$ cat config.mk
export PLATFORM = sky130hd
export DESIGN_NAME = mst_timer
export DESIGN_NICKNAME = d
export VERILOG_FILES = /design/src/rtl/mst_pkg.sv /design/src/rtl/mst_regs.sv /design/src/rtl/mst_tick_sel.sv /design/src/rtl/mst_cmp.sv /design/src/rtl/mst_core.sv /design/src/rtl/mst_timer.sv
export SDC_FILE = /design/constraint.sdc
export NUM_CORES = 1
export LEC_CHECK = 0
export BUFFER_PORTS_ARGS = -buffer_cell sky130_fd_sc_hd__buf_2
export CORE_ASPECT_RATIO = 0.8
export CORE_UTILIZATION = 62
export DETAILED_ROUTE_END_ITERATION = 10
export PLACE_DENSITY = 0.92
export SLEW_MARGIN = 10
export SYNTH_ARGS = -nofsm -noshare
export SYNTH_HDL_FRONTEND = slang
export SYNTH_HIERARCHICAL = 1
export SYNTH_SLANG_ARGS = --single-unit
$ cat constraint.sdc
create_clock -name clk -period 5.55 [get_ports clk]
set_input_delay 0.555 -clock clk [delete_from_list [all_inputs] [get_ports clk]]
set_output_delay 0.555 -clock clk [all_outputs]
set_load 0.05 [all_outputs]
$ cat src/rtl/mst_pkg.sv
package mst_pkg;
  typedef enum logic {PH_MARK = 1'b0, PH_SPACE = 1'b1} phase_t;

  localparam logic [1:0] ADDR_HI    = 2'd0;
  localparam logic [1:0] ADDR_MARK  = 2'd1;
  localparam logic [1:0] ADDR_SPACE = 2'd2;
endpackage

$ cat src/rtl/mst_regs.sv
module mst_regs #(
  parameter int PW = 12,
  parameter int DW = 8
) (
  input  logic          clk,
  input  logic          rst,
  input  logic          wr_en,
  input  logic [1:0]    wr_addr,
  input  logic [DW-1:0] wr_data,
  output logic [PW-1:0] mark_buf,
  output logic [PW-1:0] space_buf
);
  import mst_pkg::*;
  localparam int HI = PW - DW;

  always_ff @(posedge clk) begin
    if (rst) begin
      mark_buf  <= '0;
      space_buf <= '0;
    end else if (wr_en) begin
      case (wr_addr)
        ADDR_HI: begin
          mark_buf[PW-1:DW]  <= wr_data[DW-1 -: HI];
          space_buf[PW-1:DW] <= wr_data[HI-1:0];
        end
        ADDR_MARK:  mark_buf[DW-1:0]  <= wr_data;
        ADDR_SPACE: space_buf[DW-1:0] <= wr_data;
        default: ;
      endcase
    end
  end

  a_r8_buffers_only_on_write: assert property (@(posedge clk) disable iff (rst)
    !wr_en |=> ($stable(mark_buf) && $stable(space_buf)));
endmodule

$ cat src/rtl/mst_tick_sel.sv
module mst_tick_sel (
  input  logic fsk_mode,
  input  logic presc_tick,
  input  logic carrier_tick,
  output logic tick
);
  always_comb tick = fsk_mode ? carrier_tick : presc_tick;
endmodule

$ cat src/rtl/mst_cmp.sv
module mst_cmp #(
  parameter int PW = 12
) (
  input  logic [PW-1:0] cnt,
  input  logic [PW-1:0] cnt_dec,
  input  logic [PW-1:0] space_val,
  input  logic          in_space,
  output logic          match
);
  logic cmp_en;
  always_comb begin
    cmp_en = in_space || (cnt == '0);
    match  = cmp_en && ((~cnt_dec) == space_val);
  end
endmodule

$ cat src/rtl/mst_core.sv
module mst_core #(
  parameter int PW = 12
) (
  input  logic          clk,
  input  logic          rst,
  input  logic          enable,
  input  logic          fsk_mode,
  input  logic          tick,
  input  logic [PW-1:0] mark_buf,
  input  logic [PW-1:0] space_buf,
  output logic          gate_q,
  output logic          cend_q,
  output logic          csel_q
);
  import mst_pkg::*;

  logic          run_q;
  phase_t        phase_q;
  logic [PW-1:0] cnt_q, spc_q, cnt_dec;
  logic          match;

  always_comb cnt_dec = cnt_q - 1'b1;

  mst_cmp #(.PW(PW)) u_cmp (
    .cnt       (cnt_q),
    .cnt_dec   (cnt_dec),
    .space_val (spc_q),
    .in_space  (phase_q == PH_SPACE),
    .match     (match)
  );

  always_ff @(posedge clk) begin
    if (rst) begin
      run_q   <= 1'b0;
      phase_q <= PH_MARK;
      cnt_q   <= '0;
      spc_q   <= '0;
      gate_q  <= 1'b0;
      cend_q  <= 1'b0;
      csel_q  <= 1'b0;
    end else begin
      cend_q <= 1'b0;
      if (!enable) begin
        run_q  <= 1'b0;
        gate_q <= 1'b0;
      end else if (tick) begin
        if (!run_q) begin
          run_q   <= 1'b1;
          cnt_q   <= mark_buf;
          spc_q   <= space_buf;
          phase_q <= PH_MARK;
          gate_q  <= 1'b1;
        end else if (match) begin
          cnt_q   <= mark_buf;
          spc_q   <= space_buf;
          phase_q <= PH_MARK;
          gate_q  <= 1'b1;
          cend_q  <= 1'b1;
          if (fsk_mode) csel_q <= ~csel_q;
        end else begin
          cnt_q <= cnt_dec;
          if (phase_q == PH_MARK && cnt_q == '0) begin
            phase_q <= PH_SPACE;
            gate_q  <= 1'b0;
          end
        end
      end
    end
  end

  a_r11_closed_when_off: assert property (@(posedge clk) disable iff (rst)
    !enable |=> !gate_q);
  a_r7_strobe_with_open_gate: assert property (@(posedge clk) disable iff (rst)
    cend_q |-> gate_q);
  a_r10_select_moves_with_strobe: assert property (@(posedge clk) disable iff (rst)
    (csel_q != $past(csel_q)) |-> cend_q);
  a_r9_hold_without_tick: assert property (@(posedge clk) disable iff (rst)
    (enable && !tick) |=> ($stable(gate_q) && !cend_q));
  a_r4_mark_stays_open: assert property (@(posedge clk) disable iff (rst)
    (enable && tick && run_q && phase_q == PH_MARK && cnt_q != '0) |=> gate_q);
endmodule

$ cat src/rtl/mst_timer.sv
module mst_timer #(
  parameter int PW = 12,
  parameter int DW = 8
) (
  input  logic          clk,
  input  logic          rst,
  input  logic          wr_en,
  input  logic [1:0]    wr_addr,
  input  logic [DW-1:0] wr_data,
  input  logic          enable,
  input  logic          fsk_mode,
  input  logic          presc_tick,
  input  logic          carrier_tick,
  output logic          gate_o,
  output logic          cycle_end_o,
  output logic          carrier_sel_o
);
  logic [PW-1:0] mark_buf, space_buf;
  logic          tick;

  mst_regs #(.PW(PW), .DW(DW)) u_regs (
    .clk       (clk),
    .rst       (rst),
    .wr_en     (wr_en),
    .wr_addr   (wr_addr),
    .wr_data   (wr_data),
    .mark_buf  (mark_buf),
    .space_buf (space_buf)
  );

  mst_tick_sel u_tick (
    .fsk_mode     (fsk_mode),
    .presc_tick   (presc_tick),
    .carrier_tick (carrier_tick),
    .tick         (tick)
  );

  mst_core #(.PW(PW)) u_core (
    .clk       (clk),
    .rst       (rst),
    .enable    (enable),
    .fsk_mode  (fsk_mode),
    .tick      (tick),
    .mark_buf  (mark_buf),
    .space_buf (space_buf),
    .gate_q    (gate_o),
    .cend_q    (cycle_end_o),
    .csel_q    (carrier_sel_o)
  );
endmodule

=== Word level (Yosys, flattened, before mapping) ===
Index checks and enable logic that the tools add are counted.

* $add $sub $neg: 1
* Reduce and logical (&&, ||, !) cells: 15
* Bitwise logic cells: 6
* Eq/ne operators: 5
* Multiplexer cells: 12

{| class="wikitable"
|+ Operator list
! cell !! number
|-
| 2-to-1 mux 12 bit || 4
|-
| == test 12 bit || 1
|-
| zero test 12 bit || 1
|-
| NOT 12 bit || 1
|-
| subtractor 12 x 1 -> 12 bit, second input constant || 1
|-
| AND reduction 2 bit || 5
|-
| 2-to-1 mux 1 bit || 8
|-
| AND reduction 3 bit || 2
|-
| NOT 1 bit || 5
|-
| AND reduction 5 bit || 1
|-
| OR reduction 4 bit || 1
|-
| inequality test 3 bit, second input constant || 1
|-
| == test 2 x 1 -> 1 bit, second input constant || 1
|-
| == test 2 bit, second input constant || 1
|-
| logical AND 1 bit || 2
|-
| zero test 2 bit || 1
|-
| inequality test 2 bit, second input constant || 1
|-
| OR reduction 2 bit || 1
|-
| logical OR 1 bit || 1
|}

* Word-level logic and storage cells: 50
* Flip-flop bits (word level): 53
* Output and inout port bits: 3
* Input port bits: 17

=== Logic depth before layout (Yosys ltp) ===
* Word-level depth: 6
* Depth in mapped cells: 15
* Depth with buffers taken out: 13

=== By module ===
The synthesis kept the hierarchy.

{| class="wikitable"
|+ Modules (own cells, without submodules)
! module !! sequential area each (um^2) !! times used !! area an instance (um^2) !! cells an instance
|-
| mst_core || 580.6 || 1 || 1483.9 || 182
|-
| mst_regs || 480.5 || 1 || 985.9 || 91
|-
| mst_cmp || 0.0 || 1 || 167.7 || 20
|-
| mst_tick_sel || 0.0 || 1 || 15.0 || 1
|}

=== Worst setup path before layout ===
OpenSTA, ideal clock, no wires.

* Kind: reg-to-reg
* From: reg u_core.cnt_q[8]
* To: reg u_core.cnt_q[0]
* Path slack: 2.551 ns
* Period minus slack after synthesis: 2.999 ns
* Library setup time: 0.128 ns
* Path buffers: 3
* Arrival time: 2.871 ns
* Required time: 5.422 ns
* Stages on the path, launching flop included: 14
* Cell sequence: dfxtp_1 clkbuf_1 or4_4 nor2_1 xor2_1 xor2_1 nand4_1 nor4_2 nand2b_1 clkbuf_1 clkbuf_1 nor3_1 a221oi_1 nor2_1

* Longest elaborated chain between the ends: 6
* Elaborated cells between the ends (all ways): 8
* Those cells by class: add/sub (1); eq/ne (1); mux (2); bitwise (1); reduce/logical (3)

{| class="wikitable"
|+ RTL lines
! item !! line !! text
|-
| from (decl) || mst_core.sv:19 || <nowiki>logic [PW-1:0] cnt_q, spc_q, cnt_dec;</nowiki>
|-
| from (signal assigned) || mst_core.sv:49 || <nowiki>cnt_q <= mark_buf;</nowiki>
|-
| from (signal assigned) || mst_core.sv:54 || <nowiki>cnt_q <= mark_buf;</nowiki>
|-
| from (signal assigned) || mst_core.sv:61 || <nowiki>cnt_q <= cnt_dec;</nowiki>
|-
| subtractor 12 x 1 -> 12 bit || mst_core.sv:22 || <nowiki>always_comb cnt_dec = cnt_q - 1'b1;</nowiki>
|-
| net u_core.cnt_dec[11] || mst_core.sv:19 ||
|-
| NOT 12 bit || mst_cmp.sv:13 || <nowiki>match = cmp_en && ((~cnt_dec) == space_val);</nowiki>
|-
| == test 12 bit || mst_cmp.sv:13 ||
|-
| logical AND 1 bit || mst_cmp.sv:13 ||
|-
| net u_core.match || mst_core.sv:20 || <nowiki>logic match;</nowiki>
|-
| 2-to-1 mux 12 bit || mst_core.sv:53 || <nowiki>end else if (match) begin</nowiki>
|-
| 2-to-1 mux 12 bit || mst_core.sv:47 || <nowiki>if (!run_q) begin</nowiki>
|}

The timed path passes the listed nets, and every way through them passes these cells.
A chain may end at the register's enable or synchronous reset.

=== Worst setup path in the final report ===
* From: reg u_core.cnt_q[0]
* To: reg u_core.cnt_q[11]

The elaborated chain is that of the path after synthesis.

==> metrics.cfg <==
[run_status]
status = finished clean

[synth]
syn_area_sq_um = 2650
synth-async-reset-ratio_pct = 0
synthCells = 294
ys_ff_latch = 53
synth_top_area_share_pct = 40.0
yosysWarnings = 6
ys_top_cells_by_count = dfxtp_1 (53), nand2b_1 (36), nand2_1 (34)
yosysMostFrequentCell = dfxtp_1
yosysUniqueCellTypes = 54
synth-main-ff-cell = dfxtp_1
synth_seq_area_share_pct = 40.0
synth_edf_count = 0
synth.net_count = 312
syn_area_per_cell_sq_um = 9.02
ys_top_cells_by_area = dfxtp_1 (40%), mux2i_1 (9.4%), nand2b_1 (8.5%), xor2_1 (6.3%), nand2_1 (4.8%)
synth_top_cell_by_area = dfxtp_1

[floorplanning]
initial_core_util_pct = 67.1
die_w_um = 75.1
die_h_um = 60.5
ios = 20
die_area_sq_um = 4550
row_count = 20
core-area_sq_um = 3950

[setup_path]
criticalPathCategory = reg2reg
cp.arrival_ns = 4.08
path_cells = inv_1 > ha_1 > nor3b_4 > nand2_1 > nor2_1 > xor2_1 > xor2_1 > nand4_1 > nor4_2 > nand2b_1 > nand2_1 > o311ai_1 > o22ai_1
crit_path_end_kind = flop
cpPeakStageDelay_ns = 0.58
r2r_start = u_core/cnt_q[0]
cp_slowest_cell = nand2b_1
crit_start = u_core/cnt_q[0]
critical_path_required_ns = 5.70
start_kind = flop
worstPathMaxFanout = 18

[clock_tree]
cts.sinks = 53
ctsRootBufferMaster = clkbuf_8
cts_tree = done
insertion_delay_ns = 0.31
cts_setup_buffers = 0
hold_buffers = 0
cts.htree.levels = 2
cts_resized = 0
clock_path_buffers = 2
clk_pin_slew_ns = 0.10
cts_inserted_buffers = 5

[global_routing]
grt_max_degree = 65
grt_pass1_wl_um = 9490
track_usage_pct = 28.5
antenna_found_initial = 0
grt_pass1_vias = 1990
gr-total-overflow = 0

[sta]
finalHoldViolCount = 0
rsz0062_at_grt = false
slew_viol_final = 0
finClkSkew_ns = 0.00499
setup_slack_ns = 1.62
layout_min_cycle_time_ns = 3.93
maxClockFrequency_ghz = 0.254
setup_viol = 0
period_share_pct = 70.8
relSlewSlack_pct = 27.9
fin_tns_setup_ns = 0
worst_pin_slew_ns = 1.08

[route]
firstDrtPassIters = 4
vias = 2113
top_layer = met4
wl_met2_um = 2590
wl_per_cell_um = 16.0
routed_via_density = 5.90
drc = 0
drt_wl_total_um = 5720
wl_met1_um = 2680
antenna_left = 0
wl_met3_um = 321
drtIter0Drc = 203

[place]
gp_congestion = 0.969
dp.cells = 350
dp_slack_ns = 1.67
portBuffers = 19
hpwl_um = 4120

[hold_path]
min_path_type = reg2reg
hp-start = u_regs/space_buf[10]

[finish]
drive_gt1_share_pct = 12.5
fill_cells = 318
area_delta_synth_final_pct = 7.03
layoutNonFillerInstCount = 358
n_antenna_cell = 0
utilization_pct = 71.8
nNetsFinal = 320

[pwr]
p_per_area_nw_per_um2 = 270
total_power_uw = 765
p_leak_uw = 0.00114
ir_drop_uv = 183

[run]
cap_violations = 0

-- per-stage QoR --
stage	hold WS, ns	area (sq um)
after floorplan	0.432	2650
after global placement	0.440	2750
after global routing	0.490	2840
after detailed placement	0.447	2750
after CTS	0.462	2840
final	0.467	2840
-- power breakdown --
part	total, uW	switching [uW]	internal [uW]
Clock	223	131	92.1
Sequential	405	13.2	392
Combinational	137	80.3	56.6
-- flip-flops by register name, summed over array words and instances, names as in the netlist --
| signal | count |
|---|---|
| u_core/cend_q | 1 |
| u_core/cnt_q | 12 |
| u_core/csel_q | 1 |
| u_core/gate_q | 1 |
| u_core/phase_q | 1 |
| u_core/run_q | 1 |
| u_core/spc_q | 12 |
| u_regs/mark_buf | 12 |
| u_regs/space_buf | 12 |
-- critical path: cells and delay by family, from the launching register on --
family	cells	cell delay, ns
compound gates	2	0.36
flops	1	0.40
simple gates	7	2.25
fa+ha+maj	1	0.22
buf+inv	1	0.13
xor+xnor	2	0.40
-- path summary, 6_finish.rpt --
path / slack, ns / depth (start not counted) / to
max: 1.62 / 13 / u_core/cnt_q[11]
min: 0.47 / 2 / u_core/spc_q[10]
max reg2reg: 1.62 / 13 / u_core/cnt_q[11]
min reg2reg: 0.47 / 2 / u_core/spc_q[10]
-- placed cells by master, fill, tap and decap left out, drive strengths merged, types with 2 or more instances in the layout --
master  Yosys  final
buf         3     19
nand3b      3      3
o311ai      4      4
nand4       4      4
and3b       2      2
inv         5      7
or3         2      2
mux2        2      2
a31oi       3      3
nand3       4      4
dfxtp      53     53
nor3        5      5
xnor2       3      3
or4         2      2
xor2       19     19
a21oi      17     17
nand2      35     35
mux2i      25     25
o31a        3      3
a211oi      2      2
and2        2      2
nor4        5      5
o22ai       2      2
nor3b       3      3
nand2b     36     36
nor2       14     14
o21ai       5      5
clkbuf     15      5
-- layer usage --
metal | track usage [%] | vias to the layer above
met2 | 44.7 | 66
met3 | 5.32 | 15
met4 | 12.2 | 0
met1 | 39.0 | 988
li1 | - | 1044
met5 | 0 | -
-- cell type report --
cell class | count | area [sq um] | area share [%]
clock inverters | 3 | 25.0 | 0.881
well taps | 55 | 68.8 | 2.42
inverters | 5 | 18.8 | 0.661
clock buffers | 5 | 68.8 | 2.42
flip-flops and latches | 53 | 1060 | 37.4
repair buffers | 19 | 95.1 | 3.35
multi-input cells | 218 | 1500 | 52.9
-- cell families (layout without fill, tap and decap cells) --
family,after synthesis,in the layout,synth area share (%)
buf+inv,23,32,3.40
xor+xnor,22,22,7.26
simple gates,123,123,27.4
fa+ha+maj,1,1,0.472
compound gates,45,45,11.0
mux,27,27,10.4
flops,53,53,40.0
Power figures use the tool's default switching activity.
